## src/rtl/panel_pkg.sv

```systemverilog
package panel_pkg;
  localparam int unsigned FIELD_W = 4;

  function automatic logic [FIELD_W-1:0] field_step(logic [FIELD_W-1:0] v, logic up);
    return up ? v + 1'b1 : v - 1'b1;
  endfunction

  function automatic int unsigned filter_len(bit sim_mode);
    return sim_mode ? 4 : (1 << 20);
  endfunction
endpackage

```

## src/rtl/deb_filter.sv

```systemverilog
module deb_filter #(
  parameter int unsigned LIMIT = 4
) (
  input  logic clk,
  input  logic arst_n,
  input  logic raw,
  output logic level,
  output logic rise,
  output logic fall
);
  localparam int unsigned CW = $clog2(LIMIT + 1);
  localparam logic [CW-1:0] LAST = CW'(LIMIT - 1);

  logic [CW-1:0] cnt_q;
  logic          lvl_q;
  logic          lvl_d1_q;
  logic          flip;

  assign flip = (raw != lvl_q) && (cnt_q == LAST);

  always_ff @(posedge clk or negedge arst_n) begin
    if (!arst_n) begin
      cnt_q    <= '0;
      lvl_q    <= 1'b0;
      lvl_d1_q <= 1'b0;
    end else begin
      lvl_d1_q <= lvl_q;
      if (raw == lvl_q) begin
        cnt_q <= '0;
      end else if (flip) begin
        lvl_q <= raw;
        cnt_q <= '0;
      end else begin
        cnt_q <= cnt_q + 1'b1;
      end
    end
  end

  assign level = lvl_q;
  assign rise  = lvl_q & ~lvl_d1_q;
  assign fall  = ~lvl_q & lvl_d1_q;

  assert_level_follows_raw_R1: assert property (@(posedge clk) disable iff (!arst_n)
    (lvl_q != $past(lvl_q)) |-> (lvl_q == $past(raw) && $past(cnt_q) == LAST));

  assert_rise_single_R2: assert property (@(posedge clk) disable iff (!arst_n)
    rise |=> !rise);
endmodule

```

## src/rtl/knob_decoder.sv

```systemverilog
module knob_decoder #(
  parameter int unsigned LIMIT   = 4,
  parameter int unsigned NFIELDS = 4,
  localparam int unsigned SEL_W  = $clog2(NFIELDS)
) (
  input  logic             clk,
  input  logic             arst_n,
  input  logic             clr,
  input  logic [2:0]       knob_raw,
  output logic [SEL_W-1:0] sel,
  output logic             inc,
  output logic             dec
);
  localparam logic [SEL_W-1:0] SEL_LAST = SEL_W'(NFIELDS - 1);

  logic [2:0] k_lvl, k_rise, k_fall;
  logic [SEL_W-1:0] sel_q;
  logic press_done;
  logic detent;

  for (genvar g = 0; g < 3; g++) begin : g_knob_deb
    deb_filter #(.LIMIT(LIMIT)) deb_i (
      .clk(clk), .arst_n(arst_n), .raw(knob_raw[g]),
      .level(k_lvl[g]), .rise(k_rise[g]), .fall(k_fall[g]));
  end

  assign press_done = k_fall[0];
  assign detent     = k_rise[1] & ~clr;

  always_ff @(posedge clk or negedge arst_n) begin
    if (!arst_n)         sel_q <= '0;
    else if (clr)        sel_q <= '0;
    else if (press_done) sel_q <= (sel_q == SEL_LAST) ? '0 : sel_q + 1'b1;
  end

  assign sel = sel_q;
  assign inc = detent & ~k_lvl[2];
  assign dec = detent &  k_lvl[2];

  assert_cursor_steps_R4: assert property (@(posedge clk) disable iff (!arst_n)
    (!$past(clr) && sel_q != $past(sel_q)) |->
      ($past(press_done) && (sel_q == $past(sel_q) + 1'b1 || sel_q == '0)));

  assert_one_step_per_detent_R5: assert property (@(posedge clk) disable iff (!arst_n)
    (inc || dec) |=> !(inc || dec));
endmodule

```

## src/rtl/field_editor.sv

```systemverilog
module field_editor #(
  parameter int unsigned NFIELDS = 4,
  localparam int unsigned SEL_W  = $clog2(NFIELDS),
  localparam int unsigned W      = NFIELDS * panel_pkg::FIELD_W
) (
  input  logic             clk,
  input  logic             arst_n,
  input  logic             clr,
  input  logic [SEL_W-1:0] sel,
  input  logic             inc,
  input  logic             dec,
  output logic [W-1:0]     word
);
  import panel_pkg::*;

  function automatic logic [W-1:0] field_mask(logic [SEL_W-1:0] s);
    return {{(W-FIELD_W){1'b0}}, {FIELD_W{1'b1}}} << (s * FIELD_W);
  endfunction

  logic [FIELD_W-1:0] fld_q [NFIELDS];

  for (genvar g = 0; g < NFIELDS; g++) begin : g_field
    always_ff @(posedge clk or negedge arst_n) begin
      if (!arst_n)                                       fld_q[g] <= '0;
      else if (clr)                                      fld_q[g] <= '0;
      else if ((inc || dec) && sel == SEL_W'(g))         fld_q[g] <= field_step(fld_q[g], inc);
    end
    assign word[g*FIELD_W +: FIELD_W] = fld_q[g];
  end

  assert_clear_holds_zero_R3: assert property (@(posedge clk) disable iff (!arst_n)
    clr |=> (word == '0));

  assert_other_fields_kept_R5: assert property (@(posedge clk) disable iff (!arst_n)
    !clr |=> (((word ^ $past(word)) & ~field_mask($past(sel))) == '0));

  assert_idle_no_change_R8: assert property (@(posedge clk) disable iff (!arst_n)
    (!clr && !inc && !dec) |=> $stable(word));
endmodule

```

## src/rtl/panel_input_ctrl.sv

```systemverilog
module panel_input_ctrl #(
  parameter bit          SIM_MODE = 1'b0,
  parameter int unsigned NBTN     = 4,
  parameter int unsigned NFIELDS  = 4,
  localparam int unsigned LIMIT   = panel_pkg::filter_len(SIM_MODE),
  localparam int unsigned SEL_W   = $clog2(NFIELDS),
  localparam int unsigned W       = NFIELDS * panel_pkg::FIELD_W
) (
  input  logic            clk,
  input  logic            arst_n,
  input  logic [NBTN-1:0] btn_raw,
  input  logic [2:0]      knob_raw,
  output logic            sys_rst,
  output logic [NBTN-1:1] btn_level,
  output logic [NBTN-1:1] btn_pulse,
  output logic [W-1:0]    data_word
);
  logic [NBTN-1:0] b_lvl, b_rise, b_fall;
  logic [SEL_W-1:0] sel;
  logic inc, dec;

  for (genvar g = 0; g < NBTN; g++) begin : g_btn_deb
    deb_filter #(.LIMIT(LIMIT)) deb_i (
      .clk(clk), .arst_n(arst_n), .raw(btn_raw[g]),
      .level(b_lvl[g]), .rise(b_rise[g]), .fall(b_fall[g]));
  end

  assign sys_rst   = b_lvl[0];
  assign btn_level = b_lvl[NBTN-1:1];
  assign btn_pulse = b_rise[NBTN-1:1];

  knob_decoder #(.LIMIT(LIMIT), .NFIELDS(NFIELDS)) knob_i (
    .clk(clk), .arst_n(arst_n), .clr(sys_rst), .knob_raw(knob_raw),
    .sel(sel), .inc(inc), .dec(dec));

  field_editor #(.NFIELDS(NFIELDS)) edit_i (
    .clk(clk), .arst_n(arst_n), .clr(sys_rst), .sel(sel),
    .inc(inc), .dec(dec), .word(data_word));

  assert_pulse_needs_level_R2: assert property (@(posedge clk) disable iff (!arst_n)
    (btn_pulse != '0) |-> ((btn_pulse & ~btn_level) == '0));

  assert_no_pulse_on_fall_R2: assert property (@(posedge clk) disable iff (!arst_n)
    ((b_fall[NBTN-1:1] & btn_pulse) == '0));
endmodule

```

## config.mk

```make
export PLATFORM = sky130hd
export DESIGN_NAME = panel_input_ctrl
export DESIGN_NICKNAME = d
export VERILOG_FILES = /design/src/rtl/panel_pkg.sv /design/src/rtl/deb_filter.sv /design/src/rtl/knob_decoder.sv /design/src/rtl/field_editor.sv /design/src/rtl/panel_input_ctrl.sv
export SDC_FILE = /design/constraint.sdc
export NUM_CORES = 1
export LEC_CHECK = 0
export BUFFER_PORTS_ARGS = -buffer_cell sky130_fd_sc_hd__buf_2
export CORE_MARGIN = 2
export CORE_UTILIZATION = 45
export DETAILED_ROUTE_END_ITERATION = 8
export PLACE_DENSITY = 0.62
export SLEW_MARGIN = 30
export SYNTH_ARGS = -nofsm -noshare
export SYNTH_HDL_FRONTEND = slang
export SYNTH_SLANG_ARGS = --single-unit
```

## constraint.sdc

```tcl
create_clock -name clk -period 2.5 [get_ports clk]
set_clock_uncertainty 0.2 [all_clocks]
set_input_delay 0.5 -clock clk [delete_from_list [all_inputs] [get_ports clk]]
set_output_delay 0.5 -clock clk [all_outputs]
set_load 0.01 [all_outputs]
```

; ---- Yosys cells after proc, flatten, opt, wreduce, memory -nomap -nowiden
; Index checks and enable logic that the tools add are counted.
[op_classes]
addsub = 16
multipliers = 0
div = 0
n_lt_le_gt_ge = 0
eq_ne = 24
shifts = 0
n_mux = 29
n_bitwise = 22
reduce_logical = 25
[op_table]
columns = op, count
row1 = 2-to-1 mux 21 bit, 14
row2 = adder 21 x 1 -> 21 bit (second input constant), 7
row3 = equality test 21 x 20 -> 1 bit (second input constant), 7
row4 = 2-to-1 mux 4 bit, 12
row5 = adder 4 x 1 -> 4 bit (second input constant), 4
row6 = subtractor 4 x 1 -> 4 bit (second input constant), 4
row7 = inverter 1 bit, 14
row8 = AND reduction 2 bit, 7
row9 = logical AND 1 bit, 11
row10 = nonzero test 2 bit, 5
row11 = bitwise AND 1 bit, 8
row12 = equality test 1 bit, 7
row13 = inequality test 1 bit, 7
row14 = 2-to-1 mux 2 bit, 3
row15 = equality test 2 bit (second input constant), 2
row16 = adder 2 x 1 -> 2 bit (second input constant), 1
row17 = equality test 2 x 1 -> 1 bit (second input constant), 1
row18 = logical NOT 2 bit, 1
row19 = logical OR 1 bit, 1
[word_totals]
ff_bits = 177
latch_bits = 0
mem_bits_rw = 0
rom_bits = 0
inputBits = 9
out_inout_bits = 23
word_cells = 140
mem_count = 0

; ---- Depth between registers and ports, before layout
; Gate-level depths: netlist of the first run.
[logic_depth]
depth_word = 8
ltp_mapped = 9
ltp_nobuf = 8

; ---- Hierarchy
; Synthesis of the first run repeated with hierarchy kept, for this count alone.
[hier_totals]
hier_cells = 900
hier_area_um2 = 8971.1
[modules_own_cells]
columns = module, instances, cells_per_inst, area_per_inst_um2, seq_area_each_um2
row1 = deb_filter, 7, 111, 1106.1, 575.6
row2 = field_editor, 1, 110, 1089.8, 400.4
row3 = knob_decoder, 1, 10, 116.4, 50.0
row4 = panel_input_ctrl, 1, 3, 22.5, 0.0

; ---- Least setup slack after synthesis of the first run
; No wires, ideal clock.
[synth_path]
path_kind = register to register
from = reg knob_i.g_knob_deb[1].deb_i.lvl_q
to = reg edit_i.fld_q, in the netlist edit_i.word[15]
setup_time_ps = 125
arrival_ps = 2355
required_time_ps = 2175
setup_slack_ps = -179
stages_incl_launch_ff = 9
path_buffers = 1
synth_period_minus_slack_ps = 2679
path_cell_list = dfrtp_1 clkbuf_1 nand2b_1 or3_1 ha_1 a21o_1 a21oi_1 mux2_2 mux2_2
[synth_between]
elab_chain_len = 6
word_cells_on_any_way = 10
classes_between = mux: 3 / bitwise: 4 / reduce/logical: 3
[synth_rtl]
columns = element, line
row1 = from (decl), deb_filter.sv:15  ; logic lvl_q;
row2 = from (signal assigned), deb_filter.sv:31  ; lvl_q <= raw;
row3 = bitwise AND 1 bit *, deb_filter.sv:40  ; assign rise = lvl_q & ~lvl_d1_q;
row4 = bitwise AND 1 bit *, knob_decoder.sv:28  ; assign detent = k_rise[1] & ~clr;
row5 = "bitwise AND 1 bit, on equally long branches", "knob_decoder.sv:37, knob_decoder.sv:38"
row6 = 2-to-1 mux 4 bit / logical OR 1 bit (equally long branches), "panel_pkg.sv:5, field_editor.sv:26"
row7 = 2-to-1 mux 4 bit / logical AND 1 bit (equally long branches), field_editor.sv:26  ; else if ((inc || dec) && sel == SEL_W'(g)) fld_q[g] <= field_step(fld_q[g], inc);
row8 = 2-to-1 mux 4 bit / nonzero test 2 bit (equally long branches), n/a
row9 = "to (signal, indexed assignment)", field_editor.sv:26
row10 = to (decl), field_editor.sv:20  ; logic [FIELD_W-1:0] fld_q [NFIELDS];
; Mark *: on every way between the ends. The rest lies on a longest branch, timed or not. The select of a mux whose other input is x is not followed.
; A chain may end at the register's enable or synchronous reset.

; ---- Worst setup path in the final report of the first run
[layout_path]
from = reg knob_i.g_knob_deb[1].deb_i.lvl_d1_q
to = reg edit_i.fld_q, in the netlist edit_i.word[15]
[layout_between]
elab_chain_len = 7
word_cells_on_any_way = 11
classes_between = mux: 3 / bitwise: 5 / reduce/logical: 3
[layout_rtl]
columns = element, line
row1 = from (decl), deb_filter.sv:16  ; logic lvl_d1_q;
row2 = from (signal assigned), deb_filter.sv:27  ; lvl_d1_q <= lvl_q;
row3 = inverter 1 bit *, deb_filter.sv:40
row4 = bitwise AND 1 bit *, deb_filter.sv:40
row5 = bitwise AND 1 bit *, knob_decoder.sv:28
row6 = "bitwise AND 1 bit, on equally long branches", "knob_decoder.sv:37, knob_decoder.sv:38"
row7 = 2-to-1 mux 4 bit / logical OR 1 bit (equally long branches), "panel_pkg.sv:5, field_editor.sv:26"
row8 = 2-to-1 mux 4 bit / logical AND 1 bit (equally long branches), field_editor.sv:26
row9 = 2-to-1 mux 4 bit / nonzero test 2 bit (equally long branches), n/a
; Marked as above.

==> impl_metrics.toml, run 1 <==
[timing]
worst_pin_slew_ns = 0.543
period_share = 0.999
hold_viol = 0
rsz0062_at_grt = "true"
maxSlewViolCount = 0
fin_ws_ns = 0.00246
period_needed_ns = 2.50
max-slew-margin-rel = 0.638
fmax_mhz = 400
setup_viol = 0

[critical_path]
arrival_ns = 2.61
worstSetupEndpointType = "flip-flop"
crit_fanout = 8
path_delay_family = "simple AND/OR/NAND/NOR gates"
start_kind = "flip-flop"
r2r_cells = 7
crit_type = "reg2reg"
path_buf_inv = 1
rrSetupSlack_ns = 0.002
cp_slowest_stage_delay_ns = 0.45
slowest_stage = "or3_4"
crit_chain = "nand2b_4 -> or3_4 -> buf_4 -> ha_1 -> a21oi_2 -> mux2_4 -> mux2_2"
timing.rr.start = "knob_i.g_knob_deb[1].deb_i.lvl_d1_q$_DFF_PN0_"
required_ns = 2.61
reg2reg_to = "edit_i.word[15]$_DFFE_PN0P_"

[place]
io_buffers = 31
dp_hpwl_mm = 12.1
gp_congestion = 0.783
post-place-ws_ns = -0.0251
placed_cell_area_um2 = 9660
dpl.cell_count = 1212

[die]
die_w_um = 146
start_util = 0.454
design.core.area_um2 = 20100
ios = 32
rows = 52
design.die.area_um2 = 21400
die_y_um = 146

[yosys]
yosysTopAreaCell = "dfrtp_1"
synth_enable_flop_cells = 0
synthArstFlopShare = 1.00
synthTopCellsByArea = "dfrtp_1 (49%), xor2_1 (5.1%), nor2_1 (4.1%)"
yosysTopAreaCellShare = 0.485
synth_cell_types = 55
synthCells = 921
syn-num-nets = 953
synth_area_per_cell_um2 = 9.91
synth_common_cells = "dfrtp_1 (177), nor2_1 (99), nand2_1 (58), a21oi_1 (57), xor2_1 (53)"
yosysWarnings = 0
synth_most_common_cell = "dfrtp_1"
ys.flop_type = "dfrtp_1"
yosysSeqAreaShare = 0.485
syn-cell-area_um2 = 9130
ys_ff_latch = 177

[cells_and_area]
antenna_cells = 0
drive_gt1_frac = 0.131
finalInstanceArea_um2 = 10300
layout.cells.non_filler = 1246
nNetsFinal = 995
final_util = 0.514
synthToLayoutAreaGrowth_pct = 13.1

[cts]
clockBufferDepth = 2
root_buffer = "clkbuf_16"
clock-sinks = 177
clkLatencyLatePin_ns = 0.43
cts-buffers-inserted = 17
htree_levels = 4
cts.clk_slew.worst_paths_ns = 0.07
cts_tree = "yes"

[drt]
drt-initial-drc-count = 390
wl_per_cell_um = 14.4
drtPass1Iterations = 4
viasPerCell = 5.38
via_count = 6702
wl_mm = 17.9
antenna_left = 0
drc_errors = 0

[grt]
grtUsageTotal = 0.174
grt_pass1_vias = 6492
grt_pass1_wl_mm = 30.9
grt_overflow = 0
antenna_found_initial = 0
met1_usage = 0.241
grt_max_degree = 52
use_met3 = 0.0325
grt-busiest-layer = "met2"
use_met2 = 0.280

[power]
p_total_mw = 5.88
power.leakage_nw = 4.36
ir_drop_mv = 0.413
p_per_area_nw_per_um2 = 570

[run_status]
outcome = "completed"

[run]
maxCapViolCount = 0

[min_path]
min_to = "g_btn_deb[3].deb_i.level$_DFFE_PN0P_"
hold_path.class = "in2reg"
hp-start = "btn_raw[3]"
hold_depth = 2
==> layout make-up <==
class                      instances  area, um^2
tap                              270         338
timing repair buffer              61         417
clock inverter                    14         176
clock buffer                      18         429
fill                            1816        9780
multi-input combinational        671        4410
sequential                       177        4430
inverter                          35         131
==> routing by layer <==
layer,up-vias,part of all wire
met5,-,0
met4,0,0.012
met3,14,0.028
met2,58,0.47
met1,3252,0.49
li1,3378,-
==> registers in the layout, summed over array words and instances, names as in the netlist <==
name                              count
edit_i.word                          16
g_btn_deb.deb_i.level                 4
g_btn_deb.deb_i.cnt_q                84
g_btn_deb.deb_i.lvl_d1_q              3
knob_i.g_knob_deb.deb_i.cnt_q        63
knob_i.g_knob_deb.deb_i.lvl_d1_q      2
knob_i.g_knob_deb.deb_i.level         3
knob_i.sel                            2
==> worst max-delay path by stage <==
stage                     depth (start not counted)  slack, ns                                     startpoint                           to
after floorplan                                   8       0.02   knob_i.g_knob_deb[1].deb_i.level$_DFFE_PN0P_  edit_i.word[15]$_DFFE_PN0P_
after global placement                            7       0.02  knob_i.g_knob_deb[1].deb_i.lvl_d1_q$_DFF_PN0_   edit_i.word[3]$_DFFE_PN0P_
after detailed placement                          7      -0.03  knob_i.g_knob_deb[1].deb_i.lvl_d1_q$_DFF_PN0_  edit_i.word[15]$_DFFE_PN0P_
after CTS                                         7       0.02  knob_i.g_knob_deb[1].deb_i.lvl_d1_q$_DFF_PN0_  edit_i.word[15]$_DFFE_PN0P_
after global routing                              7      -0.07  knob_i.g_knob_deb[1].deb_i.lvl_d1_q$_DFF_PN0_  edit_i.word[15]$_DFFE_PN0P_
final                                             7      0.002  knob_i.g_knob_deb[1].deb_i.lvl_d1_q$_DFF_PN0_  edit_i.word[15]$_DFFE_PN0P_
==> placed cells by master, fill, tap and decap left out, drive strengths merged, types with 6 or more instances in the layout <==
cell      n
and3     13
nand2    59
nand3b    7
nor4     18
or3      32
nor2     99
clkbuf   19
buf      59
nand3    54
nand4    38
or4      22
a211oi    6
xor2     53
xnor2    37
and2     10
and4     13
dfrtp   177
mux2     14
ha       19
o21ai    26
o31ai    22
inv      39
nor2b     7
nor3     26
a21oi    57
==> metrics by stage <==
step	hold WS [ns]	setup TNS, ns
after floorplan	0.00441	0
after global placement	0.237	0
after detailed placement	0.245	-0.0587
after CTS	0.110	0
after global routing	0.122	-0.218
final	0.133	0
==> logic make-up (layout without fill, tap and decap cells) <==
group           count (synthesis)  in the layout  synth area share
fa+ha+maj                      23             23            0.0348
compound gates                133            133            0.0970
simple gates                  408            408             0.238
flops                         177            177             0.485
xor+xnor                       90             90            0.0863
buf+inv                        73            128            0.0380
mux                            17             17            0.0206
==> power breakdown <==
group	total (mW)	leakage (nW)	internal (mW)	switching [mW]
Sequential	2.92	2.46	2.89	0.0301
Combinational	0.205	1.62	0.0662	0.139
Clock	2.75	0.280	1.58	1.17
Total	5.88	4.36	4.54	1.34
==> what timing repair did <==
item	4_1_cts	5_1_grt
endpoints found under the hold margin	47	0
resized for setup	0	9
pin swaps	1	3
buffers inserted	0	1
hold buffers	1	0
endpoints found under the setup margin	3	4
No activity file was read; power rests on OpenSTA's default activity.
==> inputs of run 2 (changes only) <==
SETUP_SLACK_MARGIN = 0.1   (was unset)
==> impl_metrics.toml, run 2 (synthesis results as in run 1) <==
[drt]
via_count = 6641
wl_per_cell_um = 14.0
wl_mm = 17.4
antenna_left = 0
viasPerCell = 5.34
drtPass1Iterations = 4
drt-initial-drc-count = 229
drc_errors = 0

[power]
p_total_mw = 5.87
ir_drop_mv = 0.367
power.leakage_nw = 4.37
p_per_area_nw_per_um2 = 566

[die]
design.die.area_um2 = 21400
start_util = 0.454
die_w_um = 146
ios = 32
rows = 52
design.core.area_um2 = 20100
die_y_um = 146

[grt]
grt_max_degree = 46
grt_overflow = 0
antenna_found_initial = 0
grtUsageTotal = 0.173
grt_pass1_vias = 6598
grt_pass1_wl_mm = 30.9

[critical_path]
worstSetupEndpointType = "flip-flop"
crit_chain = "nand2b_4 -> or3_4 -> ha_4 -> a21o_1 -> a21oi_2 -> mux2_4 -> mux2_2"
start_kind = "flip-flop"
crit_type = "reg2reg"
slowest_stage = "or3_4"
crit_fanout = 5
cp_slowest_stage_delay_ns = 0.41
path_buf_inv = 0
required_ns = 2.61
arrival_ns = 2.53
path_delay_family = "multiplexers"

[timing]
max-slew-margin-rel = 0.634
fmax_mhz = 414
hold_viol = 0
period_share = 0.967
maxSlewViolCount = 0
setup_viol = 0
whs_ns = 0.127
period_needed_ns = 2.42
rsz0062_at_grt = "true"
worst_pin_slew_ns = 0.549
setup_tns_ns = 0

[cells_and_area]
largest_register = "g_btn_deb.deb_i.cnt_q"
mostFrequentLayoutCell = "dfrtp_1"
nNetsFinal = 993
antenna_cells = 0
drive_gt1_frac = 0.134
synthToLayoutAreaGrowth_pct = 13.5
largest_register_ff_count = 84
fillers = 1794
finalInstanceArea_um2 = 10400
layout.cells.non_filler = 1244
layout.cells.most_common_list = "dfrtp_1 (177), nor2_1 (99), nand2_1 (58)"

[cts]
root_buffer = "clkbuf_16"
clock-sinks = 177
cts-buffers-inserted = 17
clockBufferDepth = 2
htree_levels = 4
cts.clk_slew.worst_paths_ns = 0.07
cts_tree = "yes"
clkLatencyLatePin_ns = 0.43
post_cts_buffers = 0

[min_path]
hold_path.class = "in2reg"

[place]
gp_congestion = 0.754
io_buffers = 31
placed_cell_area_um2 = 9710
dpl.cell_count = 1210
dp_hpwl_mm = 11.9

[run]
maxCapViolCount = 0

[run_status]
outcome = "completed"
## run 2: changes by cell type in the layout (fill, tap and decap cells not counted), moves of 3 or more
cell        change
clkinvlp_4      -4
buf_4           -3
clkinv_4        +3
ha_1            -3
ha_4            +3
inv_8           +3
## run 2: where the power goes
part / switching, mW / total (mW) / internal, mW
combinational: 0.138 / 0.204 / 0.0666
clock: 1.20 / 2.74 / 1.54
sequential: 0.0294 / 2.92 / 2.89
## run 2: area by class of cell
type | instances | area [um^2] | share of cell area
multi-input combinational | 672 | 4460 | 0.430
sequential | 177 | 4430 | 0.427
clock buffer | 18 | 439 | 0.0424
timing repair buffer | 58 | 394 | 0.0380
tap | 270 | 338 | 0.0326
clock inverter | 14 | 171 | 0.0165
inverter | 35 | 131 | 0.0127
## run 2: metrics by stage
stage / setup slack (ns) / utilization
4_1_cts: 0.0611 / 0.515
6_report: 0.0835 / 0.516
5_1_grt: 0.00391 / 0.516
2_1_floorplan: 0.0601 / -
3_3_place_gp: 0.0546 / 0.483
3_5_place_dp: -0.00917 / 0.483
## run 2: metal layers
| metal | track usage | vias to the layer above | part of all wire | wire length, um |
|---|---|---|---|---|
| met5 | 0 | - | 0 | 0 |
| met4 | 0.0466 | 0 | 0.0090 | 156 |
| met3 | 0.0388 | 12 | 0.026 | 455 |
| met2 | 0.282 | 55 | 0.47 | 8210 |
| met1 | 0.236 | 3205 | 0.49 | 8590 |
| li1 | - | 3369 | - | - |
## run 2: final timing paths
kind,start,to,slack [ns],depth (start not counted)
max,knob_i.g_knob_deb[1].deb_i.lvl_d1_q$_DFF_PN0_,edit_i.word[7]$_DFFE_PN0P_,0.08,7
min,btn_raw[2],g_btn_deb[2].deb_i.level$_DFFE_PN0P_,0.13,2
max reg2reg,knob_i.g_knob_deb[1].deb_i.lvl_d1_q$_DFF_PN0_,edit_i.word[7]$_DFFE_PN0P_,0.08,7
min reg2reg,g_btn_deb[3].deb_i.cnt_q[0]$_DFF_PN0_,g_btn_deb[3].deb_i.cnt_q[0]$_DFF_PN0_,0.25,1
max in group asynchronous,arst_n,knob_i.g_knob_deb[0].deb_i.cnt_q[13]$_DFF_PN0_,1.06,3
min in group asynchronous,arst_n,knob_i.g_knob_deb[2].deb_i.cnt_q[4]$_DFF_PN0_,0.38,2
## run 2: worst reg2reg max path, stage by stage, from the launching register on
cell and delay, ns:
dfrtp_1 0.38, nand2b_4 0.15, or3_4 0.41, ha_4 0.23, a21o_1 0.18, a21oi_2 0.16
mux2_4 0.32, mux2_2 0.27
## run 2: timing repair
| action | CTS | global route |
|---|---|---|
| gates resized for setup | 2 | 6 |
| setup endpoints to repair | 4 | 5 |
| pin swaps | 1 | 6 |
| hold buffers | 1 | 0 |
| cloned | 1 | 0 |
| endpoints found under the hold margin | 40 | 0 |
